`src/rtl/rdm_pkg.sv`:
```
package rdm_pkg;

  typedef enum logic [2:0] {
    ST_IDLE,
    ST_RD_LO,
    ST_RD_HI,
    ST_DATA_AL,
    ST_DATA_MIS,
    ST_RESP
  } rdm_state_e;

  localparam int unsigned ACC_W = 2;

endpackage

```
`src/rtl/rdm_ctrl.sv`:
```
module rdm_ctrl
  import rdm_pkg::*;
#(
  parameter int unsigned ADDR_W = 16,
  parameter int unsigned LANES  = 8,
  localparam int unsigned OFF_W = $clog2(LANES),
  localparam int unsigned IDX_W = ADDR_W - OFF_W
) (
  input  logic              clk,
  input  logic              rst,
  input  logic              req_valid,
  input  logic [ADDR_W-1:0] req_addr,
  output logic              req_ready,
  output logic              mem_rd_en,
  output logic [IDX_W-1:0]  mem_rd_idx,
  input  logic              rsp_ready,
  output logic              rsp_valid,
  output logic              rsp_misaligned,
  output logic [ACC_W-1:0]  rsp_accesses,
  output logic [OFF_W-1:0]  off_o,
  output logic              cap_lo,
  output logic              load_rsp,
  output logic              direct_sel
);

  rdm_state_e state_q;
  logic [OFF_W-1:0] off_q;
  logic accept;

  assign req_ready  = (state_q == ST_IDLE);
  assign accept     = req_valid && req_ready;
  assign off_o      = off_q;
  assign cap_lo     = (state_q == ST_RD_HI);
  assign load_rsp   = (state_q == ST_DATA_AL) || (state_q == ST_DATA_MIS);
  assign direct_sel = (state_q == ST_DATA_AL);

  always_ff @(posedge clk) begin
    if (rst) begin
      state_q        <= ST_IDLE;
      off_q          <= '0;
      mem_rd_en      <= 1'b0;
      mem_rd_idx     <= '0;
      rsp_valid      <= 1'b0;
      rsp_misaligned <= 1'b0;
      rsp_accesses   <= '0;
    end else begin
      unique case (state_q)
        ST_IDLE: begin
          if (accept) begin
            off_q      <= req_addr[OFF_W-1:0];
            mem_rd_idx <= req_addr[ADDR_W-1:OFF_W];
            mem_rd_en  <= 1'b1;
            state_q    <= ST_RD_LO;
          end
        end
        ST_RD_LO: begin
          if (off_q != '0) begin
            mem_rd_en  <= 1'b1;
            mem_rd_idx <= mem_rd_idx + IDX_W'(1);
            state_q    <= ST_RD_HI;
          end else begin
            mem_rd_en <= 1'b0;
            state_q   <= ST_DATA_AL;
          end
        end
        ST_RD_HI: begin
          mem_rd_en <= 1'b0;
          state_q   <= ST_DATA_MIS;
        end
        ST_DATA_AL: begin
          rsp_valid      <= 1'b1;
          rsp_misaligned <= 1'b0;
          rsp_accesses   <= ACC_W'(1);
          state_q        <= ST_RESP;
        end
        ST_DATA_MIS: begin
          rsp_valid      <= 1'b1;
          rsp_misaligned <= 1'b1;
          rsp_accesses   <= ACC_W'(2);
          state_q        <= ST_RESP;
        end
        ST_RESP: begin
          if (rsp_ready) begin
            rsp_valid <= 1'b0;
            state_q   <= ST_IDLE;
          end
        end
        default: state_q <= ST_IDLE;
      endcase
    end
  end

  // no memory traffic while idle
  p_idle_quiet_r2: assert property (@(posedge clk) disable iff (rst)
    (state_q == ST_IDLE) |-> !mem_rd_en);

  // an aligned first access is not followed by a second one
  p_aligned_single_r2: assert property (@(posedge clk) disable iff (rst)
    (state_q == ST_RD_LO && off_q == '0) |=> !mem_rd_en);

  // second access targets the following word, wrapping at the top
  p_next_word_r5: assert property (@(posedge clk) disable iff (rst)
    (state_q == ST_RD_LO && off_q != '0) |=>
      (mem_rd_en && mem_rd_idx == $past(mem_rd_idx) + IDX_W'(1)));

  // nothing accepted while a response waits
  p_one_flight_r7: assert property (@(posedge clk) disable iff (rst)
    rsp_valid |-> !req_ready);

endmodule

```
`src/rtl/rdm_lane_merge.sv`:
```
module rdm_lane_merge #(
  parameter int unsigned LANES  = 8,
  parameter int unsigned BYTE_W = 8,
  localparam int unsigned OFF_W  = $clog2(LANES),
  localparam int unsigned WORD_W = LANES * BYTE_W
) (
  input  logic [WORD_W-1:0] lo_word,
  input  logic [WORD_W-1:0] hi_word,
  input  logic [OFF_W-1:0]  off,
  output logic [WORD_W-1:0] merged
);

  logic [BYTE_W-1:0] lo_b [LANES];
  logic [BYTE_W-1:0] hi_b [LANES];

  for (genvar j = 0; j < LANES; j++) begin : g_unpack
    assign lo_b[j] = lo_word[j*BYTE_W +: BYTE_W];
    assign hi_b[j] = hi_word[j*BYTE_W +: BYTE_W];
  end

  for (genvar i = 0; i < LANES; i++) begin : g_lane
    logic [OFF_W:0] src;
    assign src = {1'b0, off} + (OFF_W+1)'(i);
    assign merged[i*BYTE_W +: BYTE_W] =
      src[OFF_W] ? hi_b[src[OFF_W-1:0]] : lo_b[src[OFF_W-1:0]];
  end

endmodule

```
`src/rtl/rdm_datapath.sv`:
```
module rdm_datapath #(
  parameter int unsigned LANES  = 8,
  parameter int unsigned BYTE_W = 8,
  localparam int unsigned OFF_W  = $clog2(LANES),
  localparam int unsigned WORD_W = LANES * BYTE_W
) (
  input  logic              clk,
  input  logic              rst,
  input  logic [WORD_W-1:0] mem_rd_data,
  input  logic [OFF_W-1:0]  off,
  input  logic              cap_lo,
  input  logic              load_rsp,
  input  logic              direct_sel,
  output logic [WORD_W-1:0] rsp_data
);

  logic [WORD_W-1:0] lo_q;
  logic [WORD_W-1:0] lo_sel;
  logic [WORD_W-1:0] merged;

  assign lo_sel = direct_sel ? mem_rd_data : lo_q;

  rdm_lane_merge #(.LANES(LANES), .BYTE_W(BYTE_W)) u_merge (
    .lo_word (lo_sel),
    .hi_word (mem_rd_data),
    .off     (off),
    .merged  (merged)
  );

  always_ff @(posedge clk) begin
    if (rst) begin
      lo_q     <= '0;
      rsp_data <= '0;
    end else begin
      if (cap_lo)   lo_q     <= mem_rd_data;
      if (load_rsp) rsp_data <= merged;
    end
  end

  // an aligned load takes the returned word as it stands
  p_direct_pass_r4: assert property (@(posedge clk) disable iff (rst)
    (load_rsp && direct_sel && off == '0) |=> (rsp_data == $past(mem_rd_data)));

endmodule

```
`src/rtl/rdm_unaligned_reader.sv`:
```
module rdm_unaligned_reader
  import rdm_pkg::*;
#(
  parameter int unsigned ADDR_W = 16,
  parameter int unsigned LANES  = 8,
  parameter int unsigned BYTE_W = 8,
  localparam int unsigned OFF_W  = $clog2(LANES),
  localparam int unsigned IDX_W  = ADDR_W - OFF_W,
  localparam int unsigned WORD_W = LANES * BYTE_W
) (
  input  logic              clk,
  input  logic              rst,
  input  logic              req_valid,
  output logic              req_ready,
  input  logic [ADDR_W-1:0] req_addr,
  output logic              mem_rd_en,
  output logic [IDX_W-1:0]  mem_rd_idx,
  input  logic [WORD_W-1:0] mem_rd_data,
  output logic              rsp_valid,
  input  logic              rsp_ready,
  output logic [WORD_W-1:0] rsp_data,
  output logic              rsp_misaligned,
  output logic [ACC_W-1:0]  rsp_accesses
);

  logic [OFF_W-1:0] off;
  logic cap_lo, load_rsp, direct_sel;

  rdm_ctrl #(.ADDR_W(ADDR_W), .LANES(LANES)) u_ctrl (
    .clk            (clk),
    .rst            (rst),
    .req_valid      (req_valid),
    .req_addr       (req_addr),
    .req_ready      (req_ready),
    .mem_rd_en      (mem_rd_en),
    .mem_rd_idx     (mem_rd_idx),
    .rsp_ready      (rsp_ready),
    .rsp_valid      (rsp_valid),
    .rsp_misaligned (rsp_misaligned),
    .rsp_accesses   (rsp_accesses),
    .off_o          (off),
    .cap_lo         (cap_lo),
    .load_rsp       (load_rsp),
    .direct_sel     (direct_sel)
  );

  rdm_datapath #(.LANES(LANES), .BYTE_W(BYTE_W)) u_dp (
    .clk         (clk),
    .rst         (rst),
    .mem_rd_data (mem_rd_data),
    .off         (off),
    .cap_lo      (cap_lo),
    .load_rsp    (load_rsp),
    .direct_sel  (direct_sel),
    .rsp_data    (rsp_data)
  );

  // a stalled response does not change
  p_rsp_hold_r8: assert property (@(posedge clk) disable iff (rst)
    (rsp_valid && !rsp_ready) |=>
      (rsp_valid && $stable(rsp_data) && $stable(rsp_accesses) && $stable(rsp_misaligned)));

  // access count agrees with the misaligned flag
  p_acc_flag_r9: assert property (@(posedge clk) disable iff (rst)
    rsp_valid |-> ((rsp_accesses == ACC_W'(2)) == rsp_misaligned) &&
                  (rsp_accesses != '0));

endmodule

```
`config.mk`:
```
export PLATFORM = sky130hd
export DESIGN_NAME = rdm_unaligned_reader
export DESIGN_NICKNAME = d
export VERILOG_FILES = /design/src/rtl/rdm_pkg.sv /design/src/rtl/rdm_ctrl.sv /design/src/rtl/rdm_lane_merge.sv /design/src/rtl/rdm_datapath.sv /design/src/rtl/rdm_unaligned_reader.sv
export SDC_FILE = /design/constraint.sdc
export NUM_CORES = 1
export LEC_CHECK = 0
export BUFFER_PORTS_ARGS = -buffer_cell sky130_fd_sc_hd__buf_2
export CAP_MARGIN = 10
export CORE_ASPECT_RATIO = 1.2
export CORE_MARGIN = 1.5
export CORE_UTILIZATION = 40
export CTS_CLUSTER_DIAMETER = 30
export DETAILED_ROUTE_END_ITERATION = 10
export MAX_ROUTING_LAYER = met4
export PLACE_DENSITY = 0.62
export SYNTH_ARGS = -nofsm -noshare
export SYNTH_HDL_FRONTEND = slang
export SYNTH_SLANG_ARGS = --single-unit
export TNS_END_PERCENT = 1
```
`constraint.sdc`:
```
create_clock -name clk -period 5.1 [get_ports clk]
set_input_delay 0.255 -clock clk [delete_from_list [all_inputs] [get_ports clk]]
set_output_delay 0.255 -clock clk [all_outputs]
set_load 0.02 [all_outputs]
```
[Word-level counts from Yosys, hierarchy flattened]
Index checks and enable logic that the tools add are counted.
Cells by class
  add/sub/neg operators: 8
  magnitude comparators: 8
  equality and inequality tests: 8
  muxes and demuxes: 67
  bitwise logic cells: 8
  reductions and logical operators: 14
Operators with widths (count)
  $bmux W8 S3: 15
  $mux W8: 37
  $mux W64: 1
  $ge A4 B4 Y1 const B: 8
  $not A3 Y4: 8
  $mux W13: 2
  $pmux W13 S2: 1
  $add A3 B3 Y4 const B: 4
  $pmux W3 S5: 1
  $add A13 B1 Y13 const B: 1
  $add A3 B2 Y4 const B: 2
  $reduce_and A2 Y1: 4
  $eq A3 B2 Y1 const B: 2
  $eq A3 B3 Y1 const B: 2
  $mux W3: 2
  $reduce_bool A2 Y1: 3
  $reduce_bool A3 Y1: 2
  $add A3 B1 Y4 const B: 1
  $mux W1: 4
  $ne A2 B2 Y1 const B: 2
  $pmux W1 S2: 2
  $pmux W2 S2: 1
  $eq A3 B1 Y1 const B: 1
  $logic_not A3 Y1: 1
  other kinds (6): 6
Word-level totals
  register bits after elaboration: 152
  input port bits: 84
  output and inout bits: 83
  word-level logic and storage cells: 122

[Longest topological paths before layout]
  word-level depth: 6
  gate-level depth with buffers: 15
  gate-level depth less buffers: 7

[Cells and area by module]
A second synthesis with hierarchy kept.
Unflattened totals
  cell total of the unflattened synthesis: 1122
  area total of the unflattened synthesis: 11807.6 µm²
Modules (own cells, without submodules)
  rdm_datapath: instances 1, cells an instance 483, area an instance 5662.9 µm², seq. area each 2562.5 µm²
  rdm_lane_merge: instances 1, cells an instance 470, area an instance 4822.1 µm², seq. area each 0.0 µm²
  rdm_ctrl: instances 1, cells an instance 169, area an instance 1322.5 µm², seq. area each 460.4 µm²

[Worst setup path before layout]
No wires, ideal clock.
  path type: flip-flop to flip-flop
  from: register u_ctrl.off_q[1], in the netlist u_ctrl.off_o[1]
  to: register u_dp.rsp_data[58]
  library setup time: 0.119 ns
  data arrival time: 3.360 ns
  data required time: 4.981 ns
  slack: 1.621 ns
  cell stages (with the launch flop): 14
  buffers on the path: 7
  period minus slack after synthesis: 3.479 ns
  path through: dfxtp_1 buf_2 clkinv_1 buf_2 buf_1 ha_1 clkbuf_1 buf_2 buf_4 clkbuf_1 mux4_2 mux2i_1 a21oi_1 o221a_2
On the way
  word-level cells in the longest chain between the ends: 6
  elaborated cells on any way between the ends: 9
  classes of those cells: 1 x add/sub; 7 x mux; 1 x bitwise
Ends and longest elaborated chain
  start, declared: RTL line rdm_ctrl.sv:27  | logic [OFF_W-1:0] off_q;
  start signal, assigned: RTL line rdm_ctrl.sv:50  | off_q <= req_addr[OFF_W-1:0];
  $add A3 B3 Y4 *: RTL line rdm_lane_merge.sv:23  | assign src = {1'b0, off} + (OFF_W+1)'(i);
  $not A3 Y4 (not written as such): RTL line rdm_lane_merge.sv:25  | src[OFF_W] ? hi_b[src[OFF_W-1:0]] : lo_b[src[OFF_W-1:0]];
  $bmux W8 S3: RTL line rdm_lane_merge.sv:25
  $mux W8 (not written as such) (2 in a row): RTL line rdm_lane_merge.sv:25
  $mux W8 *: RTL line rdm_lane_merge.sv:25
  end signal, assigned: RTL line rdm_datapath.sv:36  | if (load_rsp) rsp_data <= merged;
  end, declared: RTL line rdm_datapath.sv:14  | output logic [WORD_W-1:0] rsp_data
Mark *: on every way between the ends. The rest lies on a longest branch, timed or not. The select of a mux whose other input is x is not followed.
A chain may end at the register's enable or synchronous reset.

[Worst setup path in the final report]
  from: register u_ctrl.off_q[1], in the netlist u_ctrl.off_o[1]
  to: register u_dp.rsp_data[63]
The elaborated chain is that of the path after synthesis.

==> flow_summary_export.csv <==
group,metric,value,unit
synthesis,synth_compound_area_share,21.0,%
worst_hold_path,hold_class,"in -> reg",
place,io_buffer_count,166,
critical_path,arrival,3.98,ns
sta,timing.final.crit_share,71.4,%
clocking,hold_buffers,0,
critical_path,r2r_cells,8,
global_route,overflow,0,
drt,via_per_inst,6.75,
global_route,grt_pass1_vias,10800,
floorplanning,die_x,161,um
sta,rsz0062_at_grt,"no",
critical_path,worstPathRequired,5.44,ns
critical_path,startpoint,"u_ctrl.off_o[1]",
synthesis,synth_warnings,0,
sta,period_minus_slack,3.64,ns
drt,vias,11700,
finish,fin_area,13500,um^2
finish,finish.net_count,1427,
status,status,"finished clean",
floorplanning,initial_utilization,40.5,%
clocking,cts_buffer_depth,2,
clocking,cts_buffers,17,
synthesis,ys_top_cells_by_area,"mux4_2 27%, dfxtp_1 25%, mux2i_1 6.4%",
clocking,clock_latency,0.46,ns
power,power.density,300,nW/um^2
synthesis,synth_edf_count,0,
synthesis,synth_cells,1248,
sta,setup_viol,0,
clocking,cts.sinks,151,
synthesis,synth-main-ff-cell,"dfxtp_1",
floorplanning,rows,69,
power,p_leak,4.93,nW
clocking,cts_resized,0,
power,ir_worst_vdd,0.173,mV
synthesis,synth_nets,1341,
sta,fmax,275,MHz
finish,drive_above_1_share,30.1,%
global_route,grt_util_all_layers,29.7,%
synthesis,netlist.area_leader.share,26.8,%
synthesis,async_flop_share,0,%
clocking,cts_max_level,4,
drt,drt_first_iter_violations,1288,
sta,hold_violations,0,
finish,layout_common_cells,"176 x nand2_1, 165 x buf_2, 149 x dfxtp_1, 146 x a21oi_1, 142 x mux4_2",
critical_path,end_kind,"register",
drt,wl_met1,17.4,mm
drt,antenna_left,0,
critical_path,crit_type,"reg -> reg",
sta,drv_slew,0,
clocking,cts_tree,"built",
critical_path,critPathMaxFanout,28,
finish,area_growth,13.5,%
sta,relSlewSlack,33.3,%
global_route,grt_pass1_wl,67.4,mm
place,dp_hpwl,32.8,mm
place,dp_slack,1.53,ns
global_route,grt_start_max_net_pins,85,
drt,first_pass_iters,7,
critical_path,timing.rr.end,"u_dp.rsp_data[63]",
floorplanning,fp.dieH,192,um
critical_path,reg2reg_from,"u_ctrl.off_o[1]",
sta,setup_slack,1.46,ns
place,place_area,12900,um^2
place,place_inst,1705,
critical_path,endpoint,"u_dp.rsp_data[63]",
synthesis,synth_top_family_by_area,"multiplexers",
sta,setup_tns,0,ns
floorplanning,io-pin-count,167,
floorplanning,fp.dieArea,30800,um^2
clocking,clk_pin_slew_worst_paths,0.07,ns
finish,instances_no_fill,1739,
drt,drc,0,
finish,layout_commonest_cell,"nand2_1",
critical_path,rrSetupSlack,1.46,ns
sta,clock_skew,0.0171,ns
synthesis,synth_area,11900,um^2
synthesis,yosysSeqAreaShare,25.4,%
place,place_congestion,0.949,
drt,wl,44.6,mm
synthesis,ys_seq_elements,151,
drt,dr_wl_met2,20.0,mm
synthesis,ys_types,60,
synthesis,synth_mux_area_share,34.3,%
sta,worstMarginPinSlew,1.00,ns
synthesis,synth-simple-area-share,13.2,%
drt,met3WireLength,5.02,mm
clocking,cts_setup_buffers,0,
drt,wl_per_cell,25.7,um
drt,highest_layer,"met4",
synthesis,synthAdderAreaFrac,0.945,%
synthesis,yosysTopAreaCell,"mux4_2",
job,maxCapViolCount,0,
critical_path,critPathLaunchType,"register",
synthesis,synth-xor-area-share,0.294,%
synthesis,synth_area_per_cell,9.54,um^2
clocking,root_buffer,"clkbuf_16",
global_route,antenna_found_initial,1,
floorplanning,coreArea,29400,um^2
[critical path, cell delays in order, from the launching register on]
cell and delay, ns:
dfxtp_2 0.75, clkinv_1 0.27, buf_4 0.34, ha_1 0.28, xor2_1 0.74, nor2_1 0.33
a221oi_1 0.38, nor2_1 0.06, or3_1 0.36
[metrics by stage]
| step | util [%] | total power [mW] | hold slack [ns] |
|---|---|---|---|
| after global placement | 44.0 | 2.76 | 0.439 |
| after global routing | 45.9 | 4.22 | 0.0301 |
| after floorplan | - | 2.33 | 0.391 |
| after detailed placement | 44.0 | 2.78 | 0.447 |
| after CTS | 45.9 | 4.05 | 0.0173 |
| final | 45.9 | 4.06 | 0.0240 |
[kinds of logic (layout without fill, tap and decap cells)]
group / Yosys count / after routing
compound gates: 378 / 378
xor+xnor: 4 / 4
fa+ha+maj: 9 / 9
buf+inv: 127 / 226
flops: 151 / 151
mux: 229 / 229
other cells: 0 / 2
simple gates: 350 / 350
[cells in the mapped netlist (7+ instances only)]
library cell / count
a211oi_1: 14
a21oi_1: 147
a221oi_1: 10
a22o_1: 25
a22oi_1: 31
a311oi_1: 21
a31o_2: 8
and2_1: 10
and3_1: 7
buf_1: 10
buf_2: 28
buf_4: 8
clkbuf_1: 69
dfxtp_1: 151
ha_1: 9
mux2_2: 11
mux2i_1: 76
mux4_2: 142
nand2_1: 176
nand3_1: 14
nor2_1: 71
nor3_1: 21
nor3b_1: 8
o211a_1: 7
o21ai_0: 48
o221a_2: 10
o22ai_1: 14
o31ai_1: 14
or3_1: 9
[metal layers]
metal / vias up / GRT usage (%)
met5: - / -
met4: 0 / 13.9
met3: 129 / 7.97
met2: 806 / 44.4
met1: 5728 / 37.4
li1: 5073 / -
[flip-flops by register name, indices dropped and copies added (netlist names)]
register and flops:
u_dp.lo_q 64, u_dp.rsp_data 64, u_ctrl.mem_rd_idx 13, u_ctrl.off_o 3, u_ctrl.state_q 3, u_ctrl.rsp_accesses 2, u_ctrl.mem_rd_en 1, u_ctrl.rsp_valid 1
[worst min path at each step]
| stage | start | to | slack, ns | depth (start not counted) |
|---|---|---|---|---|
| floorplan | mem_rd_data[31] | u_dp.lo_q[31] | 0.39 | 2 |
| global placement | u_dp.rsp_data[7] | u_dp.rsp_data[7] | 0.44 | 2 |
| detailed placement | u_dp.rsp_data[7] | u_dp.rsp_data[7] | 0.45 | 2 |
| CTS | req_addr[0] | u_ctrl.off_o[0] | 0.02 | 3 |
| global route | req_addr[0] | u_ctrl.off_o[0] | 0.03 | 3 |
| finish | req_addr[0] | u_ctrl.off_o[0] | 0.02 | 3 |
[report_power, final]
| part | total, mW | switching, mW | internal, mW |
|---|---|---|---|
| sequential | 1.40 | 0.118 | 1.28 |
| combinational | 1.39 | 0.847 | 0.540 |
| clock | 1.27 | 0.590 | 0.684 |
| total | 4.06 | 1.55 | 2.50 |
[cell type report]
class / count / area (um^2)
Fill cell: 2792 / 15900
Multi-Input combinational cell: 970 / 8370
Sequential cell: 151 / 3030
Timing Repair Buffer: 187 / 1030
Tap cell: 390 / 488
Clock buffer: 18 / 429
Clock inverter: 14 / 140
Inverter: 7 / 26.3
Antenna cell: 2 / 5.00
Note: power is estimated with default switching activity, not from simulation.
